==> src/rtl/lcd_tc_pkg.sv <==
// Package: register addresses and stage indices shared by the timing controller.
package lcd_tc_pkg;
    localparam logic [3:0] A_SYNCW  = 4'd0;
    localparam logic [3:0] A_VPORCH = 4'd1;
    localparam logic [3:0] A_HPORCH = 4'd2;
    localparam logic [3:0] A_ACTIVE = 4'd3;
    localparam logic [3:0] A_OUTCFG = 4'd4;
    localparam logic [3:0] A_STGEN  = 4'd5;
    localparam logic [3:0] A_STGDIS = 4'd6;
    localparam logic [3:0] A_STATUS = 4'd7;
    localparam logic [3:0] A_IRQEN  = 4'd8;
    localparam logic [3:0] A_IRQDIS = 4'd9;
    localparam logic [3:0] A_IRQMSK = 4'd10;

    localparam int STG_PCLK = 0;
    localparam int STG_SYNC = 1;
    localparam int STG_DISP = 2;
    localparam int NSTG     = 3;
endpackage

==> src/rtl/lcd_tc_regs.sv <==
// Register file: holds timing, polarity and format fields, decodes the
// set-only stage strobes, and keeps the start-of-frame flag and mask.
// Assumes CW < 16 so each field fits in a 16-bit half word.
module lcd_tc_regs
    import lcd_tc_pkg::*;
#(
    parameter int CW = 12
) (
    input  logic            clk,
    input  logic            rst_n,
    input  logic            wr,
    input  logic            rd,
    input  logic [3:0]      addr,
    input  logic [31:0]     wdata,
    input  logic            sof_evt,
    input  logic [NSTG-1:0] stage_st,
    output logic [31:0]     rdata,
    output logic [CW-1:0]   hsw_f,
    output logic [CW-1:0]   vsw_f,
    output logic [CW-1:0]   hbp_f,
    output logic [CW-1:0]   vbp_f,
    output logic [CW-1:0]   hfp_f,
    output logic [CW-1:0]   vfp_f,
    output logic [CW-1:0]   wid_f,
    output logic [CW-1:0]   hgt_f,
    output logic            hpol,
    output logic            vpol,
    output logic [1:0]      mode,
    output logic [NSTG-1:0] en_set,
    output logic [NSTG-1:0] dis_set,
    output logic            sof_flag,
    output logic            irq_mask
);
    localparam int PADW = 16 - CW;

    logic unused_wbits;
    assign unused_wbits = ^{wdata[15:CW], wdata[31:16+CW]};

    // Configuration storage, written per address.
    always_ff @(posedge clk) begin
        if (!rst_n) begin
            hsw_f <= '0; vsw_f <= '0; hbp_f <= '0; vbp_f <= '0;
            hfp_f <= '0; vfp_f <= '0; wid_f <= '0; hgt_f <= '0;
            hpol  <= 1'b0; vpol <= 1'b0; mode <= 2'd0;
        end else if (wr) begin
            case (addr)
                A_SYNCW:  begin hsw_f <= wdata[CW-1:0]; vsw_f <= wdata[16+CW-1:16]; end
                A_VPORCH: begin vfp_f <= wdata[CW-1:0]; vbp_f <= wdata[16+CW-1:16]; end
                A_HPORCH: begin hfp_f <= wdata[CW-1:0]; hbp_f <= wdata[16+CW-1:16]; end
                A_ACTIVE: begin wid_f <= wdata[CW-1:0]; hgt_f <= wdata[16+CW-1:16]; end
                A_OUTCFG: begin hpol <= wdata[0]; vpol <= wdata[1]; mode <= wdata[9:8]; end
                default: ;
            endcase
        end
    end

    // Single-cycle stage request strobes.
    assign en_set  = (wr && addr == A_STGEN)  ? wdata[NSTG-1:0] : '0;
    assign dis_set = (wr && addr == A_STGDIS) ? wdata[NSTG-1:0] : '0;

    // Start-of-frame flag: a new event wins over a clearing read.
    always_ff @(posedge clk) begin
        if (!rst_n)                         sof_flag <= 1'b0;
        else if (sof_evt)                   sof_flag <= 1'b1;
        else if (rd && addr == A_STATUS)    sof_flag <= 1'b0;
    end

    // Interrupt mask via separate write-one set and clear addresses.
    always_ff @(posedge clk) begin
        if (!rst_n)                                  irq_mask <= 1'b0;
        else if (wr && addr == A_IRQEN  && wdata[0]) irq_mask <= 1'b1;
        else if (wr && addr == A_IRQDIS && wdata[0]) irq_mask <= 1'b0;
    end

    // Read multiplexer.
    always_comb begin
        rdata = '0;
        case (addr)
            A_SYNCW:  rdata = {{PADW{1'b0}}, vsw_f, {PADW{1'b0}}, hsw_f};
            A_VPORCH: rdata = {{PADW{1'b0}}, vbp_f, {PADW{1'b0}}, vfp_f};
            A_HPORCH: rdata = {{PADW{1'b0}}, hbp_f, {PADW{1'b0}}, hfp_f};
            A_ACTIVE: rdata = {{PADW{1'b0}}, hgt_f, {PADW{1'b0}}, wid_f};
            A_OUTCFG: rdata = {22'd0, mode, 6'd0, vpol, hpol};
            A_STATUS: rdata = {23'd0, sof_flag, {(8-NSTG){1'b0}}, stage_st};
            A_IRQMSK: rdata = {31'd0, irq_mask};
            default:  rdata = '0;
        endcase
    end
endmodule

==> src/rtl/lcd_tc_stager.sv <==
// Stage sequencer: tracks the requested stages and moves the pixel-clock,
// sync and display status in order. Sync and display move only at a frame
// boundary. Assumes frame_end can only pulse while pixel clock is on.
module lcd_tc_stager
    import lcd_tc_pkg::*;
(
    input  logic            clk,
    input  logic            rst_n,
    input  logic [NSTG-1:0] en_set,
    input  logic [NSTG-1:0] dis_set,
    input  logic            frame_end,
    output logic [NSTG-1:0] st
);
    logic [NSTG-1:0] want;

    // Requested-stage register: set by enable, cleared by disable.
    always_ff @(posedge clk) begin
        if (!rst_n) want <= '0;
        else        want <= (want | en_set) & ~dis_set;
    end

    // Pixel clock: follows the request, but stays on until sync is off.
    always_ff @(posedge clk) begin
        if (!rst_n)                  st[STG_PCLK] <= 1'b0;
        else if (want[STG_PCLK])     st[STG_PCLK] <= 1'b1;
        else if (!st[STG_SYNC])      st[STG_PCLK] <= 1'b0;
    end

    // Sync: changes at a frame boundary, gated by its neighbours.
    always_ff @(posedge clk) begin
        if (!rst_n) st[STG_SYNC] <= 1'b0;
        else if (frame_end) begin
            if (want[STG_SYNC] && st[STG_PCLK])        st[STG_SYNC] <= 1'b1;
            else if (!want[STG_SYNC] && !st[STG_DISP]) st[STG_SYNC] <= 1'b0;
        end
    end

    // Display: changes at a frame boundary, needs sync on to start.
    always_ff @(posedge clk) begin
        if (!rst_n) st[STG_DISP] <= 1'b0;
        else if (frame_end) begin
            if (want[STG_DISP] && st[STG_SYNC]) st[STG_DISP] <= 1'b1;
            else if (!want[STG_DISP])           st[STG_DISP] <= 1'b0;
        end
    end
endmodule

==> src/rtl/lcd_tc_scan.sv <==
// Scan counters: horizontal and vertical position advanced per pixel tick,
// with sync, active-window and frame-end decode. Fields are stored minus one
// except the vertical back porch. Counters sit at zero while run is low.
module lcd_tc_scan #(
    parameter int CW = 12,
    localparam int TW = CW + 2
) (
    input  logic          clk,
    input  logic          rst_n,
    input  logic          run,
    input  logic          pix_ce,
    input  logic [CW-1:0] hsw_f,
    input  logic [CW-1:0] vsw_f,
    input  logic [CW-1:0] hbp_f,
    input  logic [CW-1:0] vbp_f,
    input  logic [CW-1:0] hfp_f,
    input  logic [CW-1:0] vfp_f,
    input  logic [CW-1:0] wid_f,
    input  logic [CW-1:0] hgt_f,
    output logic [TW-1:0] h_cnt,
    output logic [TW-1:0] v_cnt,
    output logic          frame_end,
    output logic          in_hs,
    output logic          in_vs,
    output logic          in_act,
    output logic [CW-1:0] px,
    output logic [CW-1:0] py
);
    logic [TW-1:0] hsw_n, vsw_n, hx0, vy0, h_tot, v_tot, wid_n, hgt_n;
    logic          h_last, v_last;

    // Decoded spans in ticks and lines.
    always_comb begin
        hsw_n = TW'(hsw_f) + TW'(1);
        vsw_n = TW'(vsw_f) + TW'(1);
        wid_n = TW'(wid_f) + TW'(1);
        hgt_n = TW'(hgt_f) + TW'(1);
        hx0   = hsw_n + TW'(hbp_f) + TW'(1);
        vy0   = vsw_n + TW'(vbp_f);
        h_tot = hx0 + wid_n + TW'(hfp_f) + TW'(1);
        v_tot = vy0 + hgt_n + TW'(vfp_f) + TW'(1);
    end

    assign h_last    = (h_cnt >= h_tot - TW'(1));
    assign v_last    = (v_cnt >= v_tot - TW'(1));
    assign frame_end = run && pix_ce && h_last && v_last;

    // Position counters, advanced once per pixel tick.
    always_ff @(posedge clk) begin
        if (!rst_n || !run) begin
            h_cnt <= '0;
            v_cnt <= '0;
        end else if (pix_ce) begin
            if (h_last) begin
                h_cnt <= '0;
                v_cnt <= v_last ? '0 : v_cnt + TW'(1);
            end else begin
                h_cnt <= h_cnt + TW'(1);
            end
        end
    end

    // Region decode relative to the sync pulse start.
    assign in_hs  = (h_cnt < hsw_n);
    assign in_vs  = (v_cnt < vsw_n);
    assign in_act = (h_cnt >= hx0) && (h_cnt < hx0 + wid_n) &&
                    (v_cnt >= vy0) && (v_cnt < vy0 + hgt_n);
    assign px     = CW'(h_cnt - hx0);
    assign py     = CW'(v_cnt - vy0);
endmodule

==> src/rtl/lcd_timing_ctrl.sv <==
// Top: register-programmed LCD timing controller with staged bring-up.
// Outputs are decoded from registered state; all timing runs on pix_ce.
module lcd_timing_ctrl
    import lcd_tc_pkg::*;
#(
    parameter int CW = 12
) (
    input  logic          clk,
    input  logic          rst_n,
    input  logic          pix_ce,
    input  logic          reg_wr,
    input  logic          reg_rd,
    input  logic [3:0]    reg_addr,
    input  logic [31:0]   reg_wdata,
    output logic [31:0]   reg_rdata,
    output logic          hsync,
    output logic          vsync,
    output logic          de,
    output logic [CW-1:0] pix_x,
    output logic [CW-1:0] pix_y,
    output logic [1:0]    out_mode,
    output logic          irq
);
    localparam int TW = CW + 2;

    logic [CW-1:0]   hsw_f, vsw_f, hbp_f, vbp_f, hfp_f, vfp_f, wid_f, hgt_f;
    logic            hpol, vpol, sof_flag, irq_mask, sof_evt, frame_end;
    logic            in_hs, in_vs, in_act;
    logic [NSTG-1:0] en_set, dis_set, stage_st;
    logic [TW-1:0]   h_cnt, v_cnt;
    logic [CW-1:0]   px, py;

    lcd_tc_regs #(.CW(CW)) u_regs (
        .clk(clk), .rst_n(rst_n), .wr(reg_wr), .rd(reg_rd), .addr(reg_addr),
        .wdata(reg_wdata), .sof_evt(sof_evt), .stage_st(stage_st),
        .rdata(reg_rdata), .hsw_f(hsw_f), .vsw_f(vsw_f), .hbp_f(hbp_f),
        .vbp_f(vbp_f), .hfp_f(hfp_f), .vfp_f(vfp_f), .wid_f(wid_f),
        .hgt_f(hgt_f), .hpol(hpol), .vpol(vpol), .mode(out_mode),
        .en_set(en_set), .dis_set(dis_set), .sof_flag(sof_flag),
        .irq_mask(irq_mask)
    );

    lcd_tc_stager u_stager (
        .clk(clk), .rst_n(rst_n), .en_set(en_set), .dis_set(dis_set),
        .frame_end(frame_end), .st(stage_st)
    );

    lcd_tc_scan #(.CW(CW)) u_scan (
        .clk(clk), .rst_n(rst_n), .run(stage_st[STG_PCLK]), .pix_ce(pix_ce),
        .hsw_f(hsw_f), .vsw_f(vsw_f), .hbp_f(hbp_f), .vbp_f(vbp_f),
        .hfp_f(hfp_f), .vfp_f(vfp_f), .wid_f(wid_f), .hgt_f(hgt_f),
        .h_cnt(h_cnt), .v_cnt(v_cnt), .frame_end(frame_end),
        .in_hs(in_hs), .in_vs(in_vs), .in_act(in_act), .px(px), .py(py)
    );

    // Start-of-frame: first tick at the scan origin with sync running.
    assign sof_evt = stage_st[STG_SYNC] && pix_ce && h_cnt == '0 && v_cnt == '0;

    // Pin drive: syncs idle at inactive level, pixel position zero off-window.
    assign hsync = (stage_st[STG_SYNC] & in_hs) ^ hpol;
    assign vsync = (stage_st[STG_SYNC] & in_vs) ^ vpol;
    assign de    = stage_st[STG_DISP] & in_act;
    assign pix_x = de ? px : '0;
    assign pix_y = de ? py : '0;
    assign irq   = sof_flag & irq_mask;
endmodule

==> config.mk <==
export PLATFORM = sky130hd
export DESIGN_NAME = lcd_timing_ctrl
export DESIGN_NICKNAME = d
export VERILOG_FILES = /design/src/rtl/lcd_tc_pkg.sv /design/src/rtl/lcd_tc_regs.sv /design/src/rtl/lcd_tc_stager.sv /design/src/rtl/lcd_tc_scan.sv /design/src/rtl/lcd_timing_ctrl.sv
export SDC_FILE = /design/constraint.sdc
export NUM_CORES = 1
export LEC_CHECK = 0
export BUFFER_PORTS_ARGS = -buffer_cell sky130_fd_sc_hd__buf_2
export CAP_MARGIN = 40
export CORE_MARGIN = 2
export CORE_UTILIZATION = 45
export CTS_BUF_LIST = sky130_fd_sc_hd__clkbuf_2 sky130_fd_sc_hd__clkbuf_4 sky130_fd_sc_hd__clkbuf_8
export CTS_CLUSTER_DIAMETER = 80
export DETAILED_ROUTE_END_ITERATION = 10
export PLACE_DENSITY = 0.65
export SYNTH_ARGS = -nofsm -noshare
export SYNTH_HDL_FRONTEND = slang
export SYNTH_SLANG_ARGS = --single-unit
==> constraint.sdc <==
create_clock -name clk -period 10.5 [get_ports clk]
set_input_delay 1.05 -clock clk [delete_from_list [all_inputs] [get_ports clk]]
set_output_delay 1.05 -clock clk [all_outputs]
set_load 0.02 [all_outputs]
==> metrics.md, run 1 <==
| Metric | Value |
|---|---|
| Number of design rule violations left after detail routing | 0 |
| Count of H-tree levels built during CTS | 4 |
| Leakage | 6.230 nW |
| Instance area after placement | 13510 µm² |
| Number of clock buffers inserted by TritonCTS | 17 |
| Placed instance count | 2063 |
| Footprint of the multi-input gates | 9158 µm² |
| Pre-antenna DRT Iters | 9 |
| Buffer depth of the longest clock path | 2 |
| Utilization after layout | 50.39% |
| Overall die area | 29220 µm² |
| Switching power total | 0.3583 mW |
| Violation count after the first detailed-route iteration | 882 |
| Gate family responsible for the most delay along the worst path | compound AO/OA/AOI/OAI gates |
| Master of the slowest instance on the critical path | sky130_fd_sc_hd__or4_1 |
| Power density over the cells | 81.36 nW/µm² |
| Critical path peak fanout | 24 |
| Fillers | 2755 |
| Setup Viol. Count Final | 0 |
| HPWL Detailed | 30680 µm |
| Final Instance Count excl. Fillers | 2095 |
| Core ar. | 27630 µm² |
| CP bufs+invs | 3 |
| Post-Route WL | 39090 µm |
| Worst slew margin relative to its limit | 47.07% |
| Final slew viol count | 0 |
| Layout Cell Area excl Fill | 13920 µm² |
| Post-Syn Area | 12540 µm² |
| Y dimension of the die | 170.9 µm |
| Ranking of synthesized cells by instance count | sky130_fd_sc_hd__nand2_1, sky130_fd_sc_hd__ha_1, sky130_fd_sc_hd__dfxtp_1 |
| Delay of the slowest cell on the worst path | 0.55 ns |
| Largest net degree at the start of global routing | 81 |
| Synthesized area per cell | 7.671 µm² |
| Placement Rows | 61 |
| Final worst path period need | 8.240 ns |
| Clk pwr share | 41.7% |
| Number of enable flip-flop cells after synthesis | 0 |
| Area share of the largest cell type after synthesis | 21.71% |
| Max rail drop VDD | 0.09176 mV |
| Antenna diode instance count | 0 |
| Minimum setup slack after placement | 2.866 ns |
| Post_cts resized | 0 |
| Data arrival at the endpoint of the critical path | 7.19 ns |
| Post-synthesis cell type with the largest combined area | sky130_fd_sc_hd__dfxtp_1 |
| Data required time of the worst path | 9.45 ns |
| Port buffer count | 86 |
| Switching portion of total power | 31.63% |
| Mean number of vias per cell | 5.594 |
| Average wire per cell in the routed design | 18.66 µm |
| Share of flip-flops with an asynchronous set or reset after synthesis | 0% |
| MaxCap Viol Count | 0 |
| CTS sink cnt | 136 |
| RSZ-0062 raised after global routing | false |
| Slew at the pin with the worst max-slew slack | 0.7886 ns |
| I/O pin count | 103 |
| Number of setup buffers added after CTS | 0 |
| Antenna-violating nets left | 0 |
| Run status | finished, final reports clean |
| Category of the worst setup path launch point | flop |
| Most used flip-flop cell after synthesis | sky130_fd_sc_hd__dfxtp_1 |
| Reg power frac | 46.7% |
| Starting utilization of the core area | 45.39% |
| Synth cell types | 62 |
| Proportion of synthesized chip area in sequential cells | 21.71% |
| Insertion delay to the later sink of the worst-skew pair | 0.46 ns |
| Remaining Overflow, GRT | 0 |
| Fraction of final layout cells with drive strength greater than 1 | 8.853% |
| Min setup slack post-route | 2.260 ns |
| Global routing usage summed across all routing layers | 26.91% |
| Combined flip-flop and latch cell area | 2723 µm² |
| Dominant cells by area after synthesis | sky130_fd_sc_hd__dfxtp_1, sky130_fd_sc_hd__ha_1, sky130_fd_sc_hd__nand2_1, sky130_fd_sc_hd__a21boi_0, sky130_fd_sc_hd__xor2_1 |
| Number of standard cells after synthesis | 1635 |
| Worst Setup End Kind | output pin |
| Worst setup skew after layout | 0.01219 ns |
| Vias in the first global route | 10962 |
| Clock slew at reported path FFs | 0.10 ns |
| Final weighted congestion in routability-driven placement | 0.9048 |
| Most repeated cell in the gate-level netlist after synthesis | sky130_fd_sc_hd__nand2_1 |
| Nets@finish | 1941 |
| Type of the worst setup path | flop to output pin |
| Number of register bits inferred by synthesis | 136 |
| Die width | 170.9 µm |
| Area grow syn2layout | 11.00% |
| Most frequent cell on the critical path | sky130_fd_sc_hd__ha_1 |
| Type of the worst min-delay path | flop to flop |
| CTS tree | yes |
| Internal Dissipation | 0.7745 mW |
| Global-route wire length before repair | 60410 µm |
| CTS root buf | sky130_fd_sc_hd__clkbuf_8 |
| CTS hold repair buffers | 0 |
| Yosys synthesis warning count | 0 |
| Endpoints failing hold | 0 |
| Highest clock frequency the design can meet | 121.4 MHz |
| Part of the power in combinational logic | 11.6% |
| Total negative setup slack | 0 ns |
| Antenna violations before repair | 1 |
| Period utilization | 78.47% |
| Routed vias | 11719 |
-- path summary, 6_finish.rpt --
kind                           end  cells after the start  slack (ns)              from
setup / recovery          pix_x[8]                     27        2.26   u_regs.hsw_f[0]
hold reg to reg   u_stager.want[2]                      2        0.48  u_stager.want[2]
hold / removal    u_stager.want[2]                      2        0.48  u_stager.want[2]
setup reg to reg   u_scan.v_cnt[5]                     30        2.92   u_regs.hsw_f[0]
-- cells in the final DEF (no fill, tap or decap), drive strengths merged, types with 6 or more instances in the layout --
cell and instances:
conb 8, inv 122, or2 6, fa 8, o21ai 58, clkbuf 17
or3 7, a21oi 74, xnor2 57, and2 9, a21o 36, o21a 27
buf 104, nand2b 24, nand3 41, a21boi 103, and3 19, a22oi 48
nor2 108, nand2 281, o211ai 8, nor2b 24, a211oi 12, ha 188
xor2 72, o21bai 7, nand4 21, nor3 30, nor4 8, dfxtp 136
-- power by group through the flow --
stage | registers (mW) | logic [mW] | clock network [mW]
after detailed placement | 0.540 | 0.130 | 0
after global routing | 0.529 | 0.146 | 0.498
final | 0.529 | 0.132 | 0.472
after global placement | 0.540 | 0.124 | 0
after CTS | 0.528 | 0.131 | 0.479
after floorplan | 0.536 | 0.0904 | 0
-- cells by family after synthesis --
kind of cell / synth area share (%)
simple gates: 21.23
compound gates: 22.26
mux: 0.07981
xor+xnor: 9.008
flops: 21.71
fa+ha+maj: 20.03
buf+inv: 5.656
other cells: 0.02990
-- state kept, by name, summed over array words and instances (netlist names), 12 cells and up --
| signal | count |
|---|---|
| u_regs.hbp_f | 12 |
| u_regs.hfp_f | 12 |
| u_regs.hgt_f | 12 |
| u_regs.hsw_f | 12 |
| u_regs.vbp_f | 12 |
| u_regs.vfp_f | 12 |
| u_regs.vsw_f | 12 |
| u_regs.wid_f | 12 |
| u_scan.h_cnt | 14 |
| u_scan.v_cnt | 14 |
-- per-layer routing --
| metal | GRT usage [%] | vias up | part of all wire (%) |
|---|---|---|---|
| li1 | - | 5805 | - |
| met1 | 36.86 | 5483 | 46 |
| met2 | 40.87 | 366 | 43 |
| met5 | 0 | - | 0 |
| met4 | 9.285 | 0 | 2.6 |
| met3 | 6.986 | 65 | 8.1 |
-- tightest hold or removal path: cells and delay by family (launching register included) --
kind / cells / cell delay (ns)
AND/OR/NAND/NOR: 1 / 0.07
AO/OA/AOI/OAI: 1 / 0.04
flip-flops: 1 / 0.34
-- final cells by class --
cell class	count	share of cell area, %
clock inverters	15	1.267
repair buffers	104	5.275
multi-input cells	1332	65.78
clock buffers	17	1.681
flip-flops and latches	136	19.56
inverters	113	3.047
well taps	378	3.397
-- metrics by stage --
stage | hold slack [ns] | total power [mW]
6_report | 0.4750 | 1.133
5_1_grt | 0.5046 | 1.174
4_1_cts | 0.4802 | 1.138
3_5_place_dp | 0.4575 | 0.6700
3_3_place_gp | 0.4462 | 0.6639
2_1_floorplan | 0.4316 | 0.6267
Power figures use the tool's default switching activity.
==> run 2: changes to the inputs <==
--- a/config.mk
+++ b/config.mk
@@ -5,6 +5,7 @@
 export SDC_FILE = /design/constraint.sdc
 export NUM_CORES = 1
 export LEC_CHECK = 0
+export ABC_AREA = 1
 export BUFFER_PORTS_ARGS = -buffer_cell sky130_fd_sc_hd__buf_2
 export CAP_MARGIN = 40
 export CORE_MARGIN = 2
@@ -12,7 +13,7 @@
 export CTS_BUF_LIST = sky130_fd_sc_hd__clkbuf_2 sky130_fd_sc_hd__clkbuf_4 sky130_fd_sc_hd__clkbuf_8
 export CTS_CLUSTER_DIAMETER = 80
 export DETAILED_ROUTE_END_ITERATION = 10
-export PLACE_DENSITY = 0.65
+export PLACE_DENSITY = 0.67
 export SYNTH_ARGS = -nofsm -noshare
 export SYNTH_HDL_FRONTEND = slang
 export SYNTH_SLANG_ARGS = --single-unit
==> constraint.sdc (replaced) <==
create_clock -name clk -period 6.7 [get_ports clk]
set_input_delay 0.67 -clock clk [delete_from_list [all_inputs] [get_ports clk]]
set_output_delay 0.67 -clock clk [all_outputs]
set_load 0.02 [all_outputs]
==> run 2 against run 1 <==
Flip-flop and latch count is the same. Sequential power rose by 58%. Setup slack got worse by 1.9 ns. Global-route usage rose by 1.5 points. Register-to-register slack got worse by 2.6 ns. Via count up 19%. Sequential share of layout area is 1.5 points lower. Combinational power increased to 2.8 times the previous value. Utilization grew 0.69 points. Non-clock buffer count grew 16. Count of clock-buffer cells in the layout is 1 higher. Critical path type unchanged.
==> metrics.md, run 2 <==
| Metric | Value |
|---|---|
| Run status | finished, final reports clean |
| Antenna violations before repair | 0 (-1) |
| Most used flip-flop cell after synthesis | sky130_fd_sc_hd__dfxtp_1 |
| CTS root buf | sky130_fd_sc_hd__clkbuf_8 |
| Final weighted congestion in routability-driven placement | 0.9259 (+2.3%) |
| Clk pwr share | 36.6% (-5.1 points) |
| Leading cell types in the layout, fill and taps excluded | sky130_fd_sc_hd__nand2_1, sky130_fd_sc_hd__inv_1, sky130_fd_sc_hd__nor2_1 |
| Layout Cell Area excl Fill | 15100 µm² (+8.4%) |
| Critical path launch point | u_regs.hsw_f[0] |
| Yosys synthesis warning count | 0 (unchanged) |
| Global-route wire length before repair | 68800 µm (+14%) |
| Data arrival at the endpoint of the critical path | 5.68 ns (-1.51 ns) |
| Area share of the largest cell type after synthesis | 20.16% (-1.5 points) |
| Master of the slowest instance on the critical path | sky130_fd_sc_hd__dfxtp_2 |
| Antenna diode instance count | 0 (unchanged) |
| Placement Rows | 63 (+3.3%) |
| Instance area after placement | 14440 µm² (+6.8%) |
| Worst-case hold slack | 0.4705 ns (-0.004580 ns) |
| Reg power frac | 44.0% (-2.7 points) |
| Endpoints failing hold | 0 (unchanged) |
| Mean number of vias per cell | 5.471 (-2.2%) |
| Most frequent cell on the critical path | sky130_fd_sc_hd__nor2_1 |
| Clock slew at reported path FFs | 0.09 ns (about the same) |
| Number of enable flip-flop cells after synthesis | 0 (unchanged) |
| Switching portion of total power | 32.43% (+0.81 points) |
| Dominant cells by area after synthesis | sky130_fd_sc_hd__dfxtp_1, sky130_fd_sc_hd__ha_1, sky130_fd_sc_hd__nand2_1, sky130_fd_sc_hd__inv_1, sky130_fd_sc_hd__a21oi_1 |
| Worst Setup End Kind | output pin |
| Most repeated cell in the gate-level netlist after synthesis | sky130_fd_sc_hd__nand2_1 |
| Die width | 177.2 µm (+3.7%) |
| Power density over the cells | 126.0 nW/µm² (+55%) |
| Slew at the pin with the worst max-slew slack | 0.9241 ns (+0.1355 ns) |
| MaxCap Viol Count | 0 (unchanged) |
| CTS tree | yes |
| Most common cell after layout, fill and taps aside | sky130_fd_sc_hd__nand2_1 |
| Category of the worst setup path launch point | flop |
| Type of the worst min-delay path | flop to flop |
| Average wire per cell in the routed design | 17.61 µm (-5.7%) |
| Reg-to-reg endpoint | u_stager.st[2] |
| Number of clock buffers inserted by TritonCTS | 17 (unchanged) |
| Internal Dissipation | 1.286 mW (+66%) |
| Overall die area | 31410 µm² (+7.5%) |
| Y dimension of the die | 177.2 µm (+3.7%) |
| Final Instance Count excl. Fillers | 2552 (+22%) |
| Port buffer count | 86 (unchanged) |
| Data required time of the worst path | 6.03 ns (-3.42 ns) |
| Reg2Reg Launch Point | u_regs.vsw_f[0] |
| Area grow syn2layout | 11.82% |
| Fraction of final layout cells with drive strength greater than 1 | 11.61% (+2.8 points) |
| Largest net degree at the start of global routing | 103 (+27%) |
| HPWL Detailed | 35690 µm (+16%) |
| Vias in the first global route | 12612 (+15%) |
| Count of H-tree levels built during CTS | 4 (unchanged) |
| Total negative setup slack | 0 ns (unchanged) |
| Final slew viol count | 0 (unchanged) |
| Number of register bits inferred by synthesis | 136 (unchanged) |
| I/O pin count | 103 (unchanged) |
| Nets@finish | 2387 (+23%) |
| Critical path peak fanout | 25 (+4.2%) |
| Buffer depth of the longest clock path | 2 (unchanged) |
| Max rail drop VDD | 0.09666 mV (+5.3%) |
| Violation count after the first detailed-route iteration | 1348 (+53%) |
| Number of standard cells after synthesis | 2057 (+26%) |
| Post-Route WL | 44930 µm (+15%) |
| Antenna-violating nets left | 0 (unchanged) |
| Proportion of synthesized chip area in sequential cells | 20.16% (-1.5 points) |
| Routed vias | 13962 (+19%) |
| Worst setup skew after layout | 0.02173 ns (+0.009537 ns) |
| Fillers | 3005 (+9.1%) |
| CP Capture Point | pix_x[2] |
| Pre-antenna DRT Iters | 7 (-2) |
| Worst-case register-to-register setup slack | 0.35 ns (-2.57 ns) |
| Placed instance count | 2513 (+22%) |
| Switching power total | 0.6172 mW (+72%) |
| Delay of the slowest cell on the worst path | 0.38 ns (-0.17 ns) |
| Final worst path period need | 6.348 ns |
| Insertion delay to the later sink of the worst-skew pair | 0.46 ns (about the same) |
| Utilization after layout | 51.08% (+0.69 points) |
| CTS sink cnt | 136 (unchanged) |
| Synth cell types | 49 (-21%) |
| Part of the power in combinational logic | 19.4% (+7.8 points) |
| CTS hold repair buffers | 0 (unchanged) |
| Setup Viol. Count Final | 0 (unchanged) |
| Number of cells on the worst reg-to-reg path | 39 (+30%) |
| Post-Syn Area | 13500 µm² (+7.7%) |
| Registers with the most flip-flops | u_scan.h_cnt (14), u_scan.v_cnt (14) |
| Highest clock frequency the design can meet | 157.5 MHz |
| Remaining Overflow, GRT | 0 (unchanged) |
| Global routing usage summed across all routing layers | 28.37% (+1.5 points) |
| Type of the worst setup path | flop to output pin |
| Core ar. | 29560 µm² (+7.0%) |
| Number of design rule violations left after detail routing | 0 (unchanged) |
| Starting utilization of the core area | 45.68% (+0.28 points) |
| Synthesized area per cell | 6.564 µm² (-14%) |
| Post-synthesis cell type with the largest combined area | sky130_fd_sc_hd__dfxtp_1 |
| Leakage | 7.477 nW (+20%) |
| Ranking of synthesized cells by instance count | sky130_fd_sc_hd__nand2_1, sky130_fd_sc_hd__inv_1, sky130_fd_sc_hd__nor2_1 |
| Share of flip-flops with an asynchronous set or reset after synthesis | 0% (unchanged) |
| Period utilization | 94.75% |
| Worst slew margin relative to its limit | 38.32% (-8.7 points) |
-- run 2: logic make-up (layout without fill, tap and decap cells) --
group | after synthesis | count (layout) | synth area share [%]
xor+xnor | 113 | 113 | 7.330
fa+ha+maj | 196 | 196 | 18.61
other cells | 1 | 8 | 0.02777
buf+inv | 362 | 460 | 10.56
compound gates | 396 | 396 | 16.22
simple gates | 853 | 853 | 27.09
flops | 136 | 136 | 20.16
-- run 2: critical path: cells and delay by family (launching register included) --
family | cells | cell delay [ns]
compound gates | 1 | 0.09
xor+xnor | 2 | 0.45
fa+ha+maj | 3 | 0.93
buf+inv | 6 | 0.64
flops | 1 | 0.38
simple gates | 21 | 2.68
-- run 2: how the worst min path moves through the flow --
stage,from,to,slack [ns],cells past startpoint
2_1_floorplan,u_stager.want[0],u_stager.st[0],0.43,2
3_3_place_gp,u_stager.want[2],u_stager.want[2],0.45,2
3_5_place_dp,u_stager.want[0],u_stager.st[0],0.45,2
4_1_cts,reg_rd,u_regs.sof_flag,0.47,4
5_1_grt,u_stager.want[2],u_stager.want[2],0.50,2
6_report,u_stager.want[2],u_stager.want[2],0.47,2
-- run 2: routing by layer --
metal / GRT usage (%) / vias up / wire length [µm]
met5: 0 / - / 0
met4: 8.678 / 0 / 1240
met3: 3.329 / 53 / 3636
met2: 43.48 / 599 / 19240
met1: 41.32 / 6399 / 20810
li1: - / 6911 / -
-- run 2: per-stage QoR --
| step | setup slack [ns] | power (mW) |
|---|---|---|
| 2_1_floorplan | 1.244 | 1.105 |
| 3_3_place_gp | 0.3034 | 1.204 |
| 3_5_place_dp | 0.1854 | 1.211 |
| 4_1_cts | 0.02466 | 1.893 |
| 5_1_grt | -0.08143 | 1.990 |
| 6_report | 0.3515 | 1.903 |
-- run 2: repair_timing --
item / in CTS / in global routing
buffers inserted: 0 / 8
pin swaps: 0 / 14
endpoints found under the setup margin: 24 / 55
gates resized for setup: 1 / 50
gates cloned: 0 / 0
-- run 2: final cells by class --
class / count / area, µm² / area share (%)
Multi-Input combinational cell: 1566 / 9582 / 63.46
Sequential cell: 136 / 2726 / 18.06
Inverter: 309 / 1162 / 7.699
Timing Repair Buffer: 120 / 748.2 / 4.956
Tap cell: 390 / 488.0 / 3.232
Clock buffer: 18 / 241.5 / 1.599
Clock inverter: 13 / 150.1 / 0.9944
-- run 2: power by group through the flow --
| stage | Clock, mW | Combinational [mW] | Sequential [mW] |
|---|---|---|---|
| finish | 0.696 | 0.370 | 0.837 |
| global route | 0.741 | 0.410 | 0.838 |
| floorplan | 0 | 0.257 | 0.848 |
| global placement | 0 | 0.349 | 0.855 |
| CTS | 0.699 | 0.358 | 0.836 |
| detailed placement | 0 | 0.355 | 0.855 |
